$ cat config.mk
export PLATFORM = sky130hd
export DESIGN_NAME = irqc_top
export DESIGN_NICKNAME = d
export VERILOG_FILES = /design/src/rtl/irqc_pkg.sv /design/src/rtl/irqc_en_bank.sv /design/src/rtl/irqc_summary.sv /design/src/rtl/irqc_fiq_sel.sv /design/src/rtl/irqc_top.sv
export SDC_FILE = /design/constraint.sdc
export NUM_CORES = 1
export LEC_CHECK = 0
export ABC_CLOCK_PERIOD_IN_PS = 4200
export BUFFER_PORTS_ARGS = -buffer_cell sky130_fd_sc_hd__buf_2
export CAP_MARGIN = 25
export CORE_UTILIZATION = 30
export DETAILED_ROUTE_END_ITERATION = 6
export HOLD_SLACK_MARGIN = 0.12
export PLACE_DENSITY = 0.57
export SYNTH_ARGS = -nofsm -noshare
export SYNTH_HDL_FRONTEND = slang
export SYNTH_HIERARCHICAL = 1
export SYNTH_SLANG_ARGS = --single-unit
$ cat constraint.sdc
create_clock -name clk -period 4.2 [get_ports clk]
set_clock_uncertainty 0.1 [all_clocks]
set_input_delay 0.42 -clock clk [delete_from_list [all_inputs] [get_ports clk]]
set_output_delay 0.42 -clock clk [all_outputs]
set_load 0.03 [all_outputs]
$ cat src/rtl/irqc_pkg.sv
package irqc_pkg;
  localparam int BASIC_N  = 8;
  localparam int BANK_N   = 32;
  localparam int SC1_N    = 5;
  localparam int SC2_N    = 6;
  localparam int SUM1_BIT = BASIC_N;
  localparam int SUM2_BIT = BASIC_N + 1;
  localparam int SC1_BASE = BASIC_N + 2;
  localparam int SC2_BASE = SC1_BASE + SC1_N;
  localparam int WORD_N   = SC2_BASE + SC2_N;
  localparam int IDX_W    = 7;
  localparam int CTL_W    = IDX_W + 1;

  // Offsets (behavioural: fixed by the register layout)
  localparam logic [5:0] A_STAT0 = 6'h00;
  localparam logic [5:0] A_STAT1 = 6'h04;
  localparam logic [5:0] A_STAT2 = 6'h08;
  localparam logic [5:0] A_FCTL  = 6'h0c;
  localparam logic [5:0] A_SET1  = 6'h10;
  localparam logic [5:0] A_SET2  = 6'h14;
  localparam logic [5:0] A_SET0  = 6'h18;
  localparam logic [5:0] A_CLR1  = 6'h1c;
  localparam logic [5:0] A_CLR2  = 6'h20;
  localparam logic [5:0] A_CLR0  = 6'h24;

  // Bank-1 source number carried by shortcut slot k
  function automatic int sc1_src(input int k);
    case (k)
      0: return 7;
      1: return 9;
      2: return 10;
      3: return 18;
      default: return 19;
    endcase
  endfunction

  // Bank-2 source number carried by shortcut slot k
  function automatic int sc2_src(input int k);
    return (k < 5) ? 21 + k : 30;
  endfunction

  function automatic logic [BANK_N-1:0] sc1_mask();
    logic [BANK_N-1:0] m = '0;
    for (int k = 0; k < SC1_N; k++) m[sc1_src(k)] = 1'b1;
    return m;
  endfunction

  function automatic logic [BANK_N-1:0] sc2_mask();
    logic [BANK_N-1:0] m = '0;
    for (int k = 0; k < SC2_N; k++) m[sc2_src(k)] = 1'b1;
    return m;
  endfunction

  // Fast-interrupt index decode: bank 1, then bank 2, then basic
  function automatic logic fiq_pick(input logic [IDX_W-1:0] idx,
                                    input logic [BASIC_N-1:0] s0,
                                    input logic [BANK_N-1:0] s1,
                                    input logic [BANK_N-1:0] s2);
    if (idx < 7'd32)      return s1[idx[4:0]];
    else if (idx < 7'd64) return s2[idx[4:0]];
    else if (idx < 7'd72) return s0[idx[2:0]];
    else                  return 1'b0;
  endfunction
endpackage

$ cat src/rtl/irqc_en_bank.sv
module irqc_en_bank #(
  parameter int W = 32,
  parameter int ADDR_W = 6,
  parameter logic [ADDR_W-1:0] SET_A = '0,
  parameter logic [ADDR_W-1:0] CLR_A = '0
) (
  input  logic              clk,
  input  logic              rst_n,
  input  logic              wr,
  input  logic [ADDR_W-1:0] addr,
  input  logic [W-1:0]      wdata,
  input  logic [W-1:0]      raw,
  output logic [W-1:0]      en,
  output logic [W-1:0]      pend
);
  logic set_hit, clr_hit;
  assign set_hit = wr && (addr == SET_A);
  assign clr_hit = wr && (addr == CLR_A);

  always_ff @(posedge clk) begin
    if (!rst_n)       en <= '0;
    else if (set_hit) en <= en | wdata;
    else if (clr_hit) en <= en & ~wdata;
  end

  assign pend = raw & en;

  assert_w1s_R6: assert property (@(posedge clk) disable iff (!rst_n)
    set_hit |=> en == ($past(en) | $past(wdata)));
  assert_w1c_R7: assert property (@(posedge clk) disable iff (!rst_n)
    clr_hit |=> en == ($past(en) & ~$past(wdata)));
  assert_en_hold_R6: assert property (@(posedge clk) disable iff (!rst_n)
    !(set_hit || clr_hit) |=> $stable(en));
endmodule

$ cat src/rtl/irqc_summary.sv
module irqc_summary
  import irqc_pkg::*;
(
  input  logic               clk,
  input  logic               rst_n,
  input  logic [BASIC_N-1:0] pend0,
  input  logic [BANK_N-1:0]  pend1,
  input  logic [BANK_N-1:0]  pend2,
  output logic [WORD_N-1:0]  word,
  output logic               irq
);
  localparam logic [BANK_N-1:0] M1 = sc1_mask();
  localparam logic [BANK_N-1:0] M2 = sc2_mask();

  logic cascade1, cascade2;
  assign cascade1 = |(pend1 & ~M1);
  assign cascade2 = |(pend2 & ~M2);

  assign word[BASIC_N-1:0] = pend0;
  assign word[SUM1_BIT]    = cascade1;
  assign word[SUM2_BIT]    = cascade2;

  for (genvar k = 0; k < SC1_N; k++) begin : g_sc1
    assign word[SC1_BASE+k] = pend1[sc1_src(k)];
  end
  for (genvar k = 0; k < SC2_N; k++) begin : g_sc2
    assign word[SC2_BASE+k] = pend2[sc2_src(k)];
  end

  assign irq = |word;

  assert_sc_only_R3: assert property (@(posedge clk) disable iff (!rst_n)
    ((pend1 != '0) && ((pend1 & ~M1) == '0)) |-> !word[SUM1_BIT]);
  assert_sc_first_R4: assert property (@(posedge clk) disable iff (!rst_n)
    pend1[7] |-> word[SC1_BASE]);
  assert_sc_last_R4: assert property (@(posedge clk) disable iff (!rst_n)
    pend2[30] |-> word[WORD_N-1]);
endmodule

$ cat src/rtl/irqc_fiq_sel.sv
module irqc_fiq_sel
  import irqc_pkg::*;
#(
  parameter int ADDR_W = 6
) (
  input  logic               clk,
  input  logic               rst_n,
  input  logic               wr,
  input  logic [ADDR_W-1:0]  addr,
  input  logic [CTL_W-1:0]   wdata,
  input  logic [BASIC_N-1:0] s0,
  input  logic [BANK_N-1:0]  s1,
  input  logic [BANK_N-1:0]  s2,
  output logic [CTL_W-1:0]   ctl,
  output logic               fiq
);
  logic ctl_hit, sel_line;
  assign ctl_hit = wr && (addr == A_FCTL);

  always_ff @(posedge clk) begin
    if (!rst_n)       ctl <= '0;
    else if (ctl_hit) ctl <= wdata;
  end

  assign sel_line = fiq_pick(ctl[IDX_W-1:0], s0, s1, s2);
  assign fiq      = ctl[CTL_W-1] & sel_line;

  assert_ctl_load_R8: assert property (@(posedge clk) disable iff (!rst_n)
    ctl_hit |=> ctl == $past(wdata));
  assert_fiq_off_R9: assert property (@(posedge clk) disable iff (!rst_n)
    !ctl[CTL_W-1] |-> !fiq);
  assert_fiq_range_R9: assert property (@(posedge clk) disable iff (!rst_n)
    (ctl[IDX_W-1:0] > 7'd71) |-> !fiq);
endmodule

$ cat src/rtl/irqc_top.sv
module irqc_top
  import irqc_pkg::*;
#(
  parameter int ADDR_W = 6,
  parameter int DATA_W = 32
) (
  input  logic                clk,
  input  logic                rst_n,
  input  logic                bus_wr,
  input  logic [ADDR_W-1:0]   bus_addr,
  input  logic [DATA_W-1:0]   bus_wdata,
  output logic [DATA_W-1:0]   bus_rdata,
  input  logic [BASIC_N-1:0]  src_basic,
  input  logic [BANK_N-1:0]   src_bank1,
  input  logic [BANK_N-1:0]  src_bank2,
  output logic                irq_out,
  output logic                fiq_out
);
  logic [BASIC_N-1:0] en0, pend0;
  logic [BANK_N-1:0]  en1, pend1, en2, pend2;
  logic [WORD_N-1:0]  word;
  logic [CTL_W-1:0]   ctl;

  irqc_en_bank #(.W(BASIC_N), .ADDR_W(ADDR_W), .SET_A(A_SET0), .CLR_A(A_CLR0)) u_bank0 (
    .clk(clk), .rst_n(rst_n), .wr(bus_wr), .addr(bus_addr),
    .wdata(bus_wdata[BASIC_N-1:0]), .raw(src_basic), .en(en0), .pend(pend0));
  irqc_en_bank #(.W(BANK_N), .ADDR_W(ADDR_W), .SET_A(A_SET1), .CLR_A(A_CLR1)) u_bank1 (
    .clk(clk), .rst_n(rst_n), .wr(bus_wr), .addr(bus_addr),
    .wdata(bus_wdata[BANK_N-1:0]), .raw(src_bank1), .en(en1), .pend(pend1));
  irqc_en_bank #(.W(BANK_N), .ADDR_W(ADDR_W), .SET_A(A_SET2), .CLR_A(A_CLR2)) u_bank2 (
    .clk(clk), .rst_n(rst_n), .wr(bus_wr), .addr(bus_addr),
    .wdata(bus_wdata[BANK_N-1:0]), .raw(src_bank2), .en(en2), .pend(pend2));

  irqc_summary u_sum (
    .clk(clk), .rst_n(rst_n), .pend0(pend0), .pend1(pend1), .pend2(pend2),
    .word(word), .irq(irq_out));

  irqc_fiq_sel #(.ADDR_W(ADDR_W)) u_fiq (
    .clk(clk), .rst_n(rst_n), .wr(bus_wr), .addr(bus_addr),
    .wdata(bus_wdata[CTL_W-1:0]), .s0(src_basic), .s1(src_bank1), .s2(src_bank2),
    .ctl(ctl), .fiq(fiq_out));

  always_comb begin
    bus_rdata = '0;
    case (bus_addr)
      A_STAT0: bus_rdata[WORD_N-1:0]  = word;
      A_STAT1: bus_rdata[BANK_N-1:0]  = pend1;
      A_STAT2: bus_rdata[BANK_N-1:0]  = pend2;
      A_FCTL:  bus_rdata[CTL_W-1:0]   = ctl;
      A_SET1:  bus_rdata[BANK_N-1:0]  = en1;
      A_SET2:  bus_rdata[BANK_N-1:0]  = en2;
      A_SET0:  bus_rdata[BASIC_N-1:0] = en0;
      default: bus_rdata = '0;
    endcase
  end

  localparam logic [BANK_N-1:0] NS1 = ~sc1_mask();
  assert_cascade_irq_R5: assert property (@(posedge clk) disable iff (!rst_n)
    ((src_bank1 & en1 & NS1) != '0) |-> irq_out);
endmodule

# == Yosys cells after proc, flatten, opt, wreduce, memory -nomap -nowiden ==
# Cells that the tools add are included.
# word_totals
n_memories,0
latchBits,0
romBits,0
reg_bits,80
ram_bits,0
# classes
mux,18
n_mul,0
div_mod_pow,0
bitwise_logic,12
eq_ne,9
shift,0
n_reduce_logical,14
n_addsub,0
magnitude_cmp,5
# ops
operator,n
$and A32 B32 Y32,4
$mux W32,4
$reduce_or A72 Y1,1
$pmux W13 S5,1
$or A32 B32 Y32,2
$pmux W8 S7,1
$pmux W11 S4,1
$not A32 Y32,1
$reduce_or A27 Y1,1
$reduce_or A26 Y1,1
$eq A6 B5 Y1 const B,4
$and A8 B8 Y8,2
$mux W8,2
$lt A7 B7 Y1 const B,2
$eq A6 B4 Y1 const B,2
$eq A6 B6 Y1 const B,2
$bmux W1 S5,2
$not A8 Y8,1
$or A8 B8 Y8,1
$logic_and A1 B1 Y1,7
$lt A7 B6 Y1 const B,1
$eq A6 B3 Y1 const B,1
$logic_not A6 Y1,1
$lt A5 B6 Y1 const B,1
other kinds (5),12

# == Depth between registers and ports, before layout ==
# depth
ltp_word,6
ltp_mapped,10
ltp_nobuf,9

# == By module ==
# Netlist, hierarchy kept.
# by_module_without_submodules
module,seq_area_each_um2,n_inst,area_each_um2,cells_each
irqc_en_bank at u_bank1,640.6,1,2059.5,255
irqc_en_bank at u_bank2,640.6,1,1614.0,187
irqc_top,0.0,1,1391.3,188
irqc_fiq_sel,160.2,1,952.2,75
irqc_en_bank at u_bank0,160.2,1,430.4,47
irqc_summary,0.0,1,331.6,51

# == Worst setup path before layout ==
# Ideal clock, no wire load.
# synth_path
path_kind,register to output
start,register u_fiq.ctl[1]
end,output fiq_out
setup_slack_ns,1.452
stages_incl_launch_ff,6
path_buffers,1
arrival_ns,2.228
path_cell_list,dfxtp_1 > buf_1 > mux4_2 > mux4_2 > mux2_4 > o311a_1
# synth_via
elab_chain_cells,6
# synth_rtl
element,line,rtl
from (decl),irqc_fiq_sel.sv:14,"output logic [CTL_W-1:0] ctl,"
from (signal assigned),irqc_fiq_sel.sv:22,else if (ctl_hit) ctl <= wdata;
"parallel branches: the longest is 4 deep, another holds $lt A7 B7 Y1",-,
$mux W1 *,irqc_pkg.sv:59,if (idx < 7'd32) return s1[idx[4:0]];
$and A1 B1 Y1 *,irqc_fiq_sel.sv:26,assign fiq = ctl[CTL_W-1] & sel_line;
to (decl),irqc_top.sv:17,output logic fiq_out
# Mark *: on every way between the ends. The select of a mux whose other input is x is not followed.

# == Final worst setup path ==
# layout_path
start,register u_fiq.ctl[0]
end,output fiq_out
# The elaborated chain is that of the path after synthesis.

==> metrics.md <==
| Metric | Value |
|---|---|
| Switching power | 564 uW |
| Critical path class | flip-flop to primary output |
| CTS resizes | 0 |
| Violated checks | DRC |
| Area post-placement | 7480 sq um |
| WP data required | 3.68 ns |
| Crit-path max FO | 15 |
| GPL Wtd Cong | 0.944 |
| Remaining antenna violation count | 0 |
| LEAKAGE | 3.02 nW |
| Clock Path Buffers | 2 |
| Share of post-route cells with drive strength above 1 | 30.6% |
| Starting Density | 30.9% |
| Synth cell count leaders | nand2_1 (90), dfxtp_1 (80), and2_1 (73) |
| Status | finished, violations left |
| Hold-fix buffers, CTS | 0 |
| Library cells used by synthesis | 56 |
| Net Sw Frac | 30.3% |
| Die W | 152 um |
| CTS sink cnt | 80 |
| Yosys warning count | 6 |
| P_int | 1.30 mW |
| Period utilization | 83.4% |
| Final count of negative-setup-slack endpoints | 0 |
| Post-layout power | 1.86 mW |
| VDD IR max | 194 uV |
| Top cell type's share of synthesized area | 23.6% |
| H-tree depth | 3 |
| Drt first pass iters | 7 |
| Synth Instances | 803 |
| IO Count | 147 |
| WL final | 27300 um |
| Routed vias/inst | 5.97 |
| Syn Area/Cell | 8.44 sq um |
| Asr flop ratio synth | 0% |
| Die H | 152 um |
| Dominant cell type by area after synthesis | dfxtp_1 |
| Netlist area before placement | 6780 sq um |
| Mapped Nets | 916 |
| Count leader, synth | nand2_1 |
| DRC viols | 7 |
| Synth Register Bits | 80 |
| Max stage delay on crit path | 0.58 ns |
| Finished Cell Area | 7750 sq um |
| Final worst path period need | 3.50 ns |
| Slew Limit Fails | 0 |
| Reg power frac | 41.7% |
| Post-Route Setup TNS | 0 ns |
| CP Data Arrival Time | 2.98 ns |
| Total GRT Usage | 22.9% |
| Number of flops mapped to enable cells by yosys | 0 |
| Main flop type after synthesis | dfxtp_1 |
| Top cells by area, synth | dfxtp_1 (24%), mux2i_1 (10%), and2_1 (6.7%) |
| Crit path launch type | flip-flop |
| Setup Fix Bufs, Post-CTS | 0 |
| Hold Crit Depth | 2 |
| Fmax | 286 MHz |
| WP depth | 6 |
| RSZ-0062 raised after global routing | false |
| Worst Reg-to-Reg Cells | 2 |
| Hold Fails Final Rpt | 0 |
| Clock Latency Late Sink | 0.35 ns |
| Final nets | 999 |
| Clock tree from TritonCTS | built |
| First-pass GRT wire length | 40400 um |
| Initial antenna violation count | 2 |
| Vias | 6995 |
| Standard-cell row count | 54 |
| Critical-path cell list | buf_4, mux4_1, mux4_2, mux2_4, o311a_1, buf_2 |
| Core footprint | 22000 sq um |
| Pin count of the biggest net entering global routing | 61 |
| Worst hold path type | input port to flip-flop |
| Power per cell area | 240 nW/um^2 |
| Gr ovfl total | 0 |
| Max stage delay cell, worst path | mux4_1 |
| Clk pwr share | 40.7% |
| Gate power share | 17.6% |
| Clock root cell | clkbuf_16 |
| Die area | 23200 sq um |
| DR iter-0 viols | 775 |
| CTS Buf Count | 9 |
| DP HPWL | 20000 um |
| CP Buf/Inv Count | 2 |
| Worst slew margin | 36.1% |
| CP top delay family | multiplexers |
| Clk slew on worst S/H paths | 0.06 ns |
| Least-Margin Pin Slew | 0.956 ns |
| Crit. End Element | primary output |
| Maxcap violations | 0 |
| Drt wl/cell | 23.3 um |
| Register area share after synthesis | 23.6% |
| Layout Area Growth over Synthesis | 14.4% |
| Vias in the first global route | 6458 |
| PortBufs | 146 |
-- cell type report --
| class | instances | area (sq um) |
|---|---|---|
| clock inverters | 3 | 17.5 |
| well taps | 280 | 350 |
| multi-input cells | 629 | 4640 |
| diodes | 1 | 2.50 |
| inverters | 2 | 7.51 |
| clock buffers | 13 | 250 |
| fillers | 2300 | 14200 |
| repair buffers | 164 | 881 |
| flip-flops and latches | 80 | 1600 |
-- placed cells by master (no fill, tap or decap), types with 14 or more instances in the layout --
| master | n |
|---|---|
| a21bo_2 | 32 |
| a21oi_1 | 14 |
| a31o_1 | 22 |
| a31oi_1 | 67 |
| and2_1 | 73 |
| buf_2 | 145 |
| buf_4 | 18 |
| dfxtp_1 | 80 |
| mux2i_1 | 70 |
| nand2_1 | 90 |
| nand4_1 | 35 |
| nor2_1 | 22 |
| nor4_1 | 15 |
| o21ai_1 | 28 |
| o22ai_1 | 20 |
-- routing by layer --
metal  wire length (um)  vias to the layer above  part of all wire, %  GRT usage, %
met3               1980                       39                  7.2          3.92
li1                   -                     3209                    -             -
met5                  0                        -                    0             0
met4                619                        0                  2.3          8.02
met1              12100                     3445                   44          31.0
met2              12600                      302                   46          36.7
-- logic make-up after synthesis --
| logic type | after synthesis | share of synthesized area, % |
|---|---|---|
| flops | 80 | 23.6 |
| buf+inv | 94 | 8.20 |
| compound gates | 246 | 26.7 |
| mux | 94 | 17.5 |
| simple gates | 289 | 23.9 |
-- through the flow --
step,hold WS (ns),std cells,utilization (%),setup WS (ns)
after CTS,0.226,1171,35.3,0.703
after global routing,0.233,1172,35.3,0.646
after floorplan,0.354,803,-,1.45
after detailed placement,0.380,1155,34.1,1.09
final,0.236,1172,35.3,0.698
after global placement,0.380,1155,34.1,1.15
-- worst paths after layout --
kind | start | endpoint | slack (ns)
setup / recovery | u_fiq/ctl[0] | fiq_out | 0.70
hold reg to reg | flip-flop | flip-flop | 0.40
setup reg to reg | u_fiq/ctl[2] | u_fiq/ctl[2] | 2.85
hold / removal | bus_wdata[19] | flip-flop | 0.24
-- power groups by stage --
stage	sequential (mW)	clock (mW)	combinational, mW
global placement	0.793	0	0.320
finish	0.777	0.757	0.328
global route	0.778	0.807	0.342
detailed placement	0.794	0	0.320
floorplan	0.789	0	0.174
CTS	0.776	0.767	0.321
No activity file was read; power rests on OpenSTA's default activity.
